### config.mk
export PLATFORM = sky130hd
export DESIGN_NAME = amp_keyer
export DESIGN_NICKNAME = d
export VERILOG_FILES = /design/src/rtl/amp_key_pkg.sv /design/src/rtl/amp_key_ctrl.sv /design/src/rtl/amp_key_dp.sv /design/src/rtl/amp_keyer.sv
export SDC_FILE = /design/constraint.sdc
export NUM_CORES = 1
export LEC_CHECK = 0
export BUFFER_PORTS_ARGS = -buffer_cell sky130_fd_sc_hd__buf_2
export CAP_MARGIN = 30
export CORE_AREA = 2 2 98 100
export CTS_CLUSTER_DIAMETER = 80
export DETAILED_ROUTE_END_ITERATION = 6
export DIE_AREA = 0 0 100 102
export PLACE_DENSITY = 0.76
export SLEW_MARGIN = 20
export SYNTH_ARGS = -nofsm -noshare
export SYNTH_HDL_FRONTEND = slang
export SYNTH_SLANG_ARGS = --single-unit
### constraint.sdc
create_clock -name clk -period 4 [get_ports clk]
set_input_delay 0.2 -clock clk [delete_from_list [all_inputs] [get_ports clk]]
set_output_delay 0.2 -clock clk [all_outputs]
set_load 0.01 [all_outputs]
### src/rtl/amp_key_pkg.sv
package amp_key_pkg;
  parameter int AMP_W  = 14;
  parameter int RATE_W = 16;
  parameter int STEP_W = 2;
  localparam int REG_W = RATE_W + AMP_W + STEP_W;

  typedef struct packed {
    logic              en;
    logic              autoMode;
    logic              extGate;
    logic [RATE_W-1:0] rate;
    logic [AMP_W-1:0]  scale;
    logic [STEP_W-1:0] stepCode;
  } shadow_t;

  typedef struct packed {
    logic run;
    logic manualLoad;
    logic forceZero;
    logic tick;
    logic rise;
  } strobes_t;
endpackage

### src/rtl/amp_key_ctrl.sv
module amp_key_ctrl
  import amp_key_pkg::*;
(
  input  logic             clk,
  input  logic             rstN,
  input  logic             cfgEnable,
  input  logic             cfgAutoMode,
  input  logic             cfgExtGate,
  input  logic             cfgReload,
  input  logic [REG_W-1:0] ampReg,
  input  logic             updateStrobe,
  input  logic             keyPin,
  output shadow_t          cfg,
  output strobes_t         strb
);
  localparam int RATE_LO = AMP_W + STEP_W;

  logic [RATE_W-1:0] cnt;
  logic [RATE_W-1:0] rateEff;
  logic [RATE_W:0]   cntInc;
  logic              counting;
  logic              reloadNow;
  logic              wrap;

  always_ff @(posedge clk) begin
    if (!rstN) begin
      cfg <= '0;
    end else if (updateStrobe) begin
      cfg.en       <= cfgEnable;
      cfg.autoMode <= cfgAutoMode;
      cfg.extGate  <= cfgExtGate;
      cfg.rate     <= ampReg[REG_W-1:RATE_LO];
      cfg.scale    <= ampReg[RATE_LO-1:STEP_W];
      cfg.stepCode <= ampReg[STEP_W-1:0];
    end
  end

  always_comb begin
    rateEff   = (cfg.rate == '0) ? RATE_W'(1) : cfg.rate;
    counting  = cfg.en && cfg.autoMode;
    reloadNow = updateStrobe && cfgReload;
    cntInc    = {1'b0, cnt} + 1'b1;
    wrap      = counting && (cntInc >= {1'b0, rateEff});
  end

  always_ff @(posedge clk) begin
    if (!rstN) begin
      cnt <= '0;
    end else if (reloadNow) begin
      cnt <= '0;
    end else if (cfg.en) begin
      if (!cfg.autoMode || wrap) cnt <= '0;
      else                       cnt <= cntInc[RATE_W-1:0];
    end
  end

  always_comb begin
    strb.run        = cfg.en;
    strb.manualLoad = cfg.en && !cfg.autoMode;
    strb.forceZero  = cfg.extGate && !keyPin;
    strb.tick       = wrap && !reloadNow;
    strb.rise       = keyPin;
  end

  assert_reload_clears_R11: assert property (@(posedge clk) disable iff (!rstN)
    reloadNow |=> cnt == '0);
  assert_count_advance_R10: assert property (@(posedge clk) disable iff (!rstN)
    (counting && !reloadNow) |=> (cnt == '0) || (cnt == $past(cnt) + 1'b1));
  assert_count_frozen_R12: assert property (@(posedge clk) disable iff (!rstN)
    (!cfg.en && !reloadNow) |=> $stable(cnt));
endmodule

### src/rtl/amp_key_dp.sv
module amp_key_dp
  import amp_key_pkg::*;
(
  input  logic             clk,
  input  logic             rstN,
  input  shadow_t          cfg,
  input  strobes_t         strb,
  input  logic [AMP_W-1:0] otherAmp,
  output logic [AMP_W-1:0] ampOut,
  output logic             ownsAmp
);
  logic [AMP_W-1:0] level;
  logic [AMP_W-1:0] stepVal;
  logic [AMP_W:0]   sumUp;
  logic [AMP_W-1:0] upVal;
  logic [AMP_W-1:0] downVal;
  logic [AMP_W-1:0] levelNext;

  always_comb begin
    stepVal = AMP_W'(1) << cfg.stepCode;
    sumUp   = {1'b0, level} + {1'b0, stepVal};
    upVal   = (sumUp >= {1'b0, cfg.scale}) ? cfg.scale : sumUp[AMP_W-1:0];
    downVal = (level > stepVal) ? (level - stepVal) : '0;
    if (strb.manualLoad)  levelNext = strb.forceZero ? '0 : cfg.scale;
    else if (strb.tick)   levelNext = strb.rise ? upVal : downVal;
    else                  levelNext = level;
  end

  always_ff @(posedge clk) begin
    if (!rstN)         level <= '0;
    else if (strb.run) level <= levelNext;
  end

  always_comb begin
    ownsAmp = strb.run;
    ampOut  = strb.run ? level : otherAmp;
  end

  assert_hold_when_off_R12: assert property (@(posedge clk) disable iff (!rstN)
    !strb.run |=> $stable(level));
  assert_rise_capped_R7: assert property (@(posedge clk) disable iff (!rstN)
    (strb.run && strb.tick && strb.rise) |=> level <= $past(cfg.scale));
  assert_fall_monotone_R8: assert property (@(posedge clk) disable iff (!rstN)
    (strb.run && strb.tick && !strb.rise) |=> level <= $past(level));
  assert_manual_gate_R6: assert property (@(posedge clk) disable iff (!rstN)
    (strb.manualLoad && strb.forceZero) |=> level == '0);
endmodule

### src/rtl/amp_keyer.sv
module amp_keyer
  import amp_key_pkg::*;
(
  input  logic             clk,
  input  logic             rstN,
  input  logic             cfgEnable,
  input  logic             cfgAutoMode,
  input  logic             cfgExtGate,
  input  logic             cfgReload,
  input  logic [31:0]      ampReg,
  input  logic             updateStrobe,
  input  logic             keyPin,
  input  logic [13:0]      otherAmp,
  output logic [13:0]      ampOut,
  output logic             ownsAmp
);
  shadow_t  cfg;
  strobes_t strb;

  amp_key_ctrl u_ctrl (
    .clk(clk), .rstN(rstN), .cfgEnable(cfgEnable), .cfgAutoMode(cfgAutoMode),
    .cfgExtGate(cfgExtGate), .cfgReload(cfgReload), .ampReg(ampReg),
    .updateStrobe(updateStrobe), .keyPin(keyPin), .cfg(cfg), .strb(strb)
  );

  amp_key_dp u_dp (
    .clk(clk), .rstN(rstN), .cfg(cfg), .strb(strb), .otherAmp(otherAmp),
    .ampOut(ampOut), .ownsAmp(ownsAmp)
  );

  assert_owner_follows_R4: assert property (@(posedge clk) disable iff (!rstN)
    (updateStrobe && cfgEnable) |=> ownsAmp);
  assert_yield_when_off_R3: assert property (@(posedge clk) disable iff (!rstN)
    (updateStrobe && !cfgEnable) |=> (!ownsAmp && ampOut == otherAmp));
endmodule

Word-level counts from Yosys, hierarchy flattened. Index checks and enable logic that the tools add are counted.

Input bits: 54. Flip-flop bits (word level): 65. Output and inout port bits: 15.

Bitwise gates (word level): 1. Magnitude comparators: 3. Reductions and logical operators: 14. Shifts and indexed selects: 1. Muxes and demuxes: 9. $add $sub $neg: 3.

Operator list (number): 14-bit 2-to-1 mux (7); 16-bit 2-to-1 mux (2); 16-bit by 1-bit adder with 17-bit output, second input constant (1); 17-bit by 16-bit greater-or-equal comparator with 1-bit output (1); 16-bit zero test (1); 14-bit by 14-bit adder with 15-bit output (1); 15-bit by 14-bit greater-or-equal comparator with 1-bit output (1); 14-bit greater-than comparator (1); 1-bit by 2-bit << shifter with 14-bit output, first input constant (1); 14-bit subtractor (1); 1-bit logical AND (6); 1-bit zero test (3); 2-bit AND reduction (1); 2-bit nonzero test (1); 2-bit OR reduction (1); 1-bit logical OR (1); 1-bit inverter (1).

Longest topological paths before layout. Gate-level depths: netlist (run 1).

Depth after elaboration: 7. Mapped depth: 17.

Cells and area by module. A second synthesis (run 1) with hierarchy kept.

Cells, all modules: 606. Area, all modules: 5029.8 um^2.

By module, submodules not included: amp_key_ctrl (cells an instance 294, area an instance 2737.6 um^2, times used 1, seq. area each 1021.0 um^2); amp_key_dp (cells an instance 312, area an instance 2292.2 um^2, times used 1, seq. area each 280.3 um^2).

Worst setup path after synthesis (run 1). Ideal clock, no wire load.

Kind: register -> register. From: register u_ctrl.cfg[1] (netlist name). To: register u_dp.level[12]. Required time: 3942 ps. Stages on the path, launching flop included: 16. Path slack: 542 ps. Data arrival time: 3399 ps. Path buffers: 1. Period minus slack after synthesis: 3458 ps. Cells stage by stage: dfxtp_1 nand2b_1 ha_1 nor2b_1 o211ai_1 a2111oi_0 xor2_1 ha_1 a21oi_1 nand2_1 a21oi_1 o21a_1 clkbuf_1 nand2_1 a211oi_1 o221a_2.

Longest elaborated chain between the ends: 7.

Ends and longest elaborated chain: 1-bit by 2-bit << shifter with 14-bit output * (RTL line amp_key_dp.sv:20) `stepVal = AMP_W'(1) << cfg.stepCode;`; 14-bit by 14-bit adder with 15-bit output (RTL line amp_key_dp.sv:21) `sumUp = {1'b0, level} + {1'b0, stepVal};`; 15-bit by 14-bit greater-or-equal comparator with 1-bit output (RTL line amp_key_dp.sv:22) `upVal = (sumUp >= {1'b0, cfg.scale}) ? cfg.scale : sumUp[AMP_W-1:0];`; 14-bit 2-to-1 mux (RTL line amp_key_dp.sv:22); 14-bit 2-to-1 mux * (2 in a row) (RTL line amp_key_dp.sv:25) `else if (strb.tick) levelNext = strb.rise ? upVal : downVal;`; 14-bit 2-to-1 mux * (RTL line amp_key_dp.sv:24) `if (strb.manualLoad) levelNext = strb.forceZero ? '0 : cfg.scale;`; end signal: assignment (RTL line amp_key_dp.sv:31) `else if (strb.run) level <= levelNext;`; end: declaration (RTL line amp_key_dp.sv:12) `logic [AMP_W-1:0] level;`.

Every way passes the cells marked *; elsewhere a longest branch is shown, timed or not. The select of a mux whose other input is x is not followed. A chain may end at the register's enable or synchronous reset.

Worst setup path after layout (run 1).
From: register u_ctrl.cfg[1] (netlist name). To: register u_dp.level[9].

Longest elaborated chain between the ends: 7.

Ends and longest elaborated chain (RTL line): 1-bit by 2-bit << shifter with 14-bit output * (amp_key_dp.sv:20); 14-bit by 14-bit adder with 15-bit output (amp_key_dp.sv:21); 15-bit by 14-bit greater-or-equal comparator with 1-bit output (amp_key_dp.sv:22); 14-bit 2-to-1 mux (amp_key_dp.sv:22); 14-bit 2-to-1 mux * (2 in a row) (amp_key_dp.sv:25); 14-bit 2-to-1 mux * (amp_key_dp.sv:24).

Marks and branches as above.

==> results.json, run 1 <==
{
  "dpl.cell_count": 759,
  "cap_violations": 0,
  "layout_commonest_cell": "buf_2",
  "grt_pass1_wl_mm": 21.8,
  "post-route-period-util_pct": 92.4,
  "ff_latch_area_um2": 1300,
  "die_area_um2": 10200,
  "cts.sinks": 65,
  "synth_edf_count": 0,
  "p_clk_share_pct": 35.6,
  "synth-async-reset-ratio_pct": 0,
  "clockBufferDepth": 2,
  "cts_tree": "done",
  "rsz0062_at_grt": "false",
  "ir_drop_mv": 0.212,
  "syn_nets": 701,
  "drcViolationCount": 0,
  "yosysWarnings": 0,
  "holdBufCountCts": 0,
  "io_buffers": 68,
  "drive_gt1_share_pct": 20.1,
  "place_congestion": 0.911,
  "r2r.worst_path.cells": 17,
  "wire_per_inst_um": 17.0,
  "crit_type": "reg2reg",
  "via_per_inst": 5.97,
  "synth.distinct_cells": 68,
  "max_freq_ghz": 0.271,
  "fillCellCount": 814,
  "dp_hpwl_mm": 9.98,
  "setup_viol": 0,
  "crit_path_cell_trace": "nor2_1, ha_1, inv_1, fa_1, nor3_1, a211o_2, nand4_1, xnor2_1, ha_1, a21oi_1, nand3_1, a21oi_2, o21a_2, buf_4, a31oi_1, o31a_1, a21oi_1",
  "cellPowerDensity_nw_per_um2": 357,
  "cp.required_ns": 4.28,
  "synthCells": 605,
  "cellLeakagePower_uw": 0.00242,
  "r2r_slack_ns": 0.30,
  "worstReg2RegEnd": "u_dp.level[9]",
  "start_util_pct": 54.1,
  "crit_path_end_kind": "flop",
  "synthToLayoutAreaGrowth_pct": 13.5,
  "drt_iter0_drc": 297,
  "wirelength_mm": 13.2,
  "synthesis.area_um2": 4930,
  "final_antenna_net_count": 0,
  "fp.dieW_um": 100,
  "synth_seq_cells": 65,
  "cpPeakStageDelay_ns": 0.40,
  "slew_headroom_pct": 36.6,
  "syn_area_per_cell_um2": 8.15,
  "timing.rr.start": "u_ctrl.cfg[1]",
  "grt_max_degree": 39,
  "core_um2": 9110,
  "multi_input_area_um2": 3290,
  "cp_max_fo": 6,
  "slew_violations": 0,
  "vias": 4638,
  "startpoint": "u_ctrl.cfg[1]",
  "cts-buffers-inserted": 9,
  "swShare_pct": 32.6,
  "clk_latency_ns": 0.35,
  "die_y_um": 102,
  "grt-ovfl-total": 0,
  "grt_pass1_vias": 4533,
  "clk_pin_slew_ns": 0.08,
  "final_cell_mix": "68 x buf_2, 65 x dfxtp_1, 54 x nor2_1",
  "fin_cells": 777,
  "track_usage_pct": 26.9,
  "antenna_found_initial": 0,
  "finalClockSkew_ns": 0.0141,
  "hold_class": "in2reg",
  "cts-root-buf": "clkbuf_8",
  "finalHoldViolCount": 0,
  "nNetsFinal": 757,
  "fp-row-count": 35,
  "pwr-share-seq_pct": 36.0,
  "crit_path_top_delay_cell": "fa_1",
  "layout_min_cycle_time_ns": 3.70,
  "ios": 69,
  "arrival_ns": 3.98,
  "n_antenna_cell": 0,
  "finalSetupTns_ns": 0,
  "worst_pin_slew_ns": 0.951,
  "ys.flop_type": "dfxtp_1",
  "htree_levels": 3,
  "switchingPower_uw": 651,
  "combPwrFrac_pct": 28.3,
  "p_int_uw": 1350,
  "p_total_uw": 2000,
  "status": "finished, final reports clean",
  "critPathCapture": "u_dp.level[9]",
  "cp-start-kind": "flop",
  "dr.pass1.iters": 5,
  "synth-seq-area-share_pct": 26.4
}
[critical path: cells and delay by family (launching register included)]
kind | cells | cell delay [ns]
AOI/OAI and AO/OA | 7 | 1.30
and+or+nand+nor | 4 | 0.61
adders and majority gates | 3 | 0.91
xor gates and xnor gates | 1 | 0.25
DFF | 1 | 0.35
buffers and inverters | 2 | 0.19
[metrics by stage]
| stage | cell area [µm²] | hold WS, ns | setup WS [ns] | util [%] |
|---|---|---|---|---|
| final | 5590 | 0.0756 | 0.304 | 61.4 |
| after global routing | 5590 | 0.0712 | 0.00188 | 61.4 |
| after floorplan | 4930 | 0.347 | 0.542 | - |
| after detailed placement | 5310 | 0.440 | 0.201 | 58.3 |
| after CTS | 5560 | 0.0667 | 0.150 | 61.0 |
| after global placement | 5310 | 0.434 | 0.352 | 58.3 |
[registers in the layout, summed over array words and instances, names as in the netlist]
| signal | cells |
|---|---|
| u_ctrl.cnt | 16 |
| u_dp.level | 14 |
| u_ctrl.cfg | 35 |
[cell type report]
| class | instances | share of cell area, % |
|---|---|---|
| multi-input combinational | 460 | 58.9 |
| sequential | 65 | 23.3 |
| timing repair buffer | 80 | 7.92 |
| inverter | 45 | 3.02 |
| tap | 111 | 2.48 |
| clock inverter | 7 | 2.24 |
| clock buffer | 9 | 2.21 |
[kinds of logic (layout without fill, tap and decap cells)]
family,after synthesis,count (layout),share of synthesized area [%]
XOR/XNOR,36,36,6.40
AO/OA/AOI/OAI,128,128,17.8
flip-flops,65,65,26.4
multiplexers,50,50,10.5
adder cells (fa/ha/maj),42,42,11.0
AND/OR/NAND/NOR,204,204,20.7
buffers and inverters,80,141,7.18
[how the worst min path moves through the flow]
stage | from | to | slack [ns] | cells after the start
6_report | ampReg[14] | u_ctrl.cfg[14] | 0.08 | 3
5_1_grt | ampReg[30] | u_ctrl.cfg[30] | 0.07 | 3
4_1_cts | ampReg[25] | u_ctrl.cfg[25] | 0.07 | 3
3_5_place_dp | ampReg[25] | u_ctrl.cfg[25] | 0.44 | 3
3_3_place_gp | ampReg[25] | u_ctrl.cfg[25] | 0.43 | 3
2_1_floorplan | ampReg[7] | u_ctrl.cfg[7] | 0.35 | 2
[power groups by stage]
stage,registers (µW),clock network (µW),logic (µW)
global placement,733,0,530
detailed placement,733,0,538
CTS,719,722,543
floorplan,711,0,411
global route,724,753,623
finish,720,712,566
[cells in the mapped netlist, drive strengths merged, types with 5 or more instances]
library cell,instances,area share [%]
o211ai,7,1.1
inv,44,3.4
a211oi,5,0.76
and3,7,0.89
o21a,6,0.91
a31oi,16,2.0
xnor2,25,4.4
mux2i,35,7.1
a21oi,32,3.5
nor3,19,2.6
nor2b,11,1.4
and4,6,1.1
nand2b,5,0.63
mux2,15,3.4
o21ai,29,3.0
nand3,30,3.0
a22oi,6,0.91
dfxtp,65,26
ha,40,10
nor2,56,4.3
xor2,11,2.0
nand4,7,0.89
clkbuf,14,1.1
nand2,47,3.6
buf,21,2.7
[metal layers]
metal  up-vias  wire length (µm)  track usage (%)
met5         -                 0                0
li1       2259                 -                -
met1      2177              5730             34.3
met3        31               855             5.34
met2       171              6290             45.2
met4         0               333             10.7
[repair_timing]
| item | CTS | global route |
|---|---|---|
| setup endpoints to repair | 0 | 15 |
| buffers inserted | 0 | 2 |
| gates resized for setup | 0 | 7 |
Power figures use the tool's default switching activity.
==> inputs of run 2 (changes only) <==
==> constraint.sdc (replaced) <==
create_clock -name clk -period 4.7 [get_ports clk]
set_input_delay 0.235 -clock clk [delete_from_list [all_inputs] [get_ports clk]]
set_output_delay 0.235 -clock clk [all_outputs]
set_load 0.01 [all_outputs]
==> run 2 against run 1 <==
Clock skew up 0.0015 ns; clock power down 30%; combinational power down 21%; global-route usage up 0.17 points; first-iteration DRC count up 20%; largest power group unchanged; worst hold slack better by 0.030 ns; sequential power down 14%; non-clock buffer count down 10; maximum frequency down 11%; core utilization down 1.7 points; count of clock-buffer cells in the layout unchanged; cell count down 1.3%.
==> results.json, run 2 (synthesis gave the netlist of run 1 again) <==
{
  "fp-row-count": 35,
  "slew_violations": 0,
  "antenna_found_initial": 0,
  "cap_violations": 0,
  "crit_path_cell_trace": "nand2b_1, ha_1, nor2b_1, o211ai_1, a2111oi_0, xor2_1, ha_1, a21oi_1, nand2_1, a21oi_1, o21a_1, nand2_1, a211oi_1, o221a_2",
  "fp.dieW_um": 100,
  "cpPeakStageDelay_ns": 0.65,
  "crit_path_top_delay_cell": "a2111oi_0",
  "nNetsFinal": 747,
  "via_per_inst": 5.88,
  "core_um2": 9110,
  "finalSetupTns_ns": 0,
  "cp-start-kind": "flop",
  "worst_pin_slew_ns": 0.925,
  "post-route-period-util_pct": 88.3,
  "drive_gt1_share_pct": 18.0,
  "grt_pass1_wl_mm": 21.9,
  "dp_hpwl_mm": 9.95,
  "ir_drop_mv": 0.145,
  "r2r_slack_ns": 0.55,
  "cts-root-buf": "clkbuf_8",
  "clk_pin_slew_ns": 0.09,
  "stdcell_area_um2": 5440,
  "cp_max_fo": 9,
  "status": "finished, final reports clean",
  "drt_iter0_drc": 357,
  "crit_type": "reg2reg",
  "layout_commonest_cell": "buf_2",
  "clockBufferDepth": 2,
  "vias": 4512,
  "cp.required_ns": 4.99,
  "rsz0062_at_grt": "false",
  "finalHoldViolCount": 0,
  "cts.repair.resized": 0,
  "io_buffers": 68,
  "worstHoldEndpoint": "u_ctrl.cfg[25]",
  "cts_tree": "done",
  "cts.sinks": 65,
  "post_cts_buffers": 0,
  "holdBufCountCts": 0,
  "slew_headroom_pct": 38.4,
  "ios": 69,
  "synthToLayoutAreaGrowth_pct": 10.4,
  "final_antenna_net_count": 0,
  "worstReg2RegEnd": "u_dp.level[12]",
  "final_cell_mix": "68 x buf_2, 65 x dfxtp_1, 55 x nor2_1",
  "finalClockSkew_ns": 0.0156,
  "htree_levels": 3,
  "track_usage_pct": 27.1,
  "grt_max_degree": 39,
  "wirelength_mm": 13.0,
  "cts-buffers-inserted": 9,
  "placed_area_um2": 5240,
  "die_y_um": 102,
  "drcViolationCount": 0,
  "largest_reg_flops": 35,
  "setup_viol": 0,
  "crit_path_end_kind": "flop",
  "max_freq_ghz": 0.241,
  "dr.pass1.iters": 4,
  "cellPowerDensity_nw_per_um2": 288,
  "place_congestion": 0.997,
  "holdCritStartpoint": "ampReg[25]",
  "reg.largest.list": "u_ctrl.cfg: 35 flops, u_ctrl.cnt: 16 flops, u_dp.level: 14 flops",
  "die_area_um2": 10200,
  "timing.rr.start": "u_ctrl.cfg[1]",
  "largest_register": "u_ctrl.cfg",
  "layout_min_cycle_time_ns": 4.15,
  "arrival_ns": 4.44,
  "grt-ovfl-total": 0,
  "cellLeakagePower_uw": 0.00234,
  "wire_per_inst_um": 17.0,
  "r2r.worst_path.cells": 14,
  "grt_pass1_vias": 4362,
  "min_delay_path_depth": 3,
  "hold_class": "in2reg",
  "n_antenna_cell": 0,
  "start_util_pct": 54.1,
  "clk_latency_ns": 0.36
}
## run 2: cell types whose count changed in the layout (fill, tap and decap cells not counted), sizes merged
cell / before / now
clkinv: 2 / 4
clkinvlp: 0 / 1
buf: 80 / 70
bufinv: 3 / 1
inv: 47 / 46
## run 2: routing by layer
layer | routed length, µm | GRT usage (%) | vias up
li1 | - | - | 2245
met1 | 6050 | 37.5 | 2105
met2 | 6050 | 43.6 | 136
met3 | 606 | 2.94 | 26
met4 | 301 | 11.0 | 0
met5 | 0 | 0 | -
## run 2: area by class of cell
class	count	area, µm²
inverters	45	169
fillers	839	3670
multi-input cells	460	3270
repair buffers	70	355
flip-flops and latches	65	1300
clock buffers	9	124
well taps	111	139
clock inverters	7	77.6
## run 2: worst max-delay path by stage
stage | start | to | slack [ns] | cells after the start
after floorplan | u_ctrl.cfg[1] | u_dp.level[12] | 1.24 | 15
after global routing | u_ctrl.cfg[1] | u_dp.level[12] | 0.23 | 16
after global placement | u_ctrl.cnt[0] | u_dp.level[12] | 0.71 | 13
after CTS | u_ctrl.cnt[0] | u_dp.level[12] | 0.61 | 13
after detailed placement | u_ctrl.cnt[0] | u_dp.level[12] | 0.65 | 13
final | u_ctrl.cfg[1] | u_dp.level[12] | 0.55 | 14
## run 2: worst max-delay path: cells and delay by family, from the launching register on
| kind | cells | cell delay (ns) |
|---|---|---|
| adders and majority gates | 2 | 0.66 |
| DFF | 1 | 0.35 |
| xor gates and xnor gates | 1 | 0.26 |
| AOI/OAI and AO/OA | 7 | 2.11 |
| and+or+nand+nor | 4 | 0.71 |
## run 2: metrics by stage
stage	hold WS, ns	power (µW)	setup WS, ns	cells	utilization [%]
3_5_place_dp	0.476	1070	0.651	751	57.5
2_1_floorplan	0.382	955	1.24	605	-
5_1_grt	0.117	1650	0.234	767	59.7
6_report	0.105	1560	0.552	767	59.7
4_1_cts	0.104	1560	0.612	767	59.7
3_3_place_gp	0.452	1060	0.707	751	57.5
## run 2: where the power goes
| group | total [µW] | internal [µW] | switching, µW |
|---|---|---|---|
| logic | 447 | 189 | 258 |
| registers | 619 | 577 | 42.2 |
| clock network | 498 | 249 | 249 |
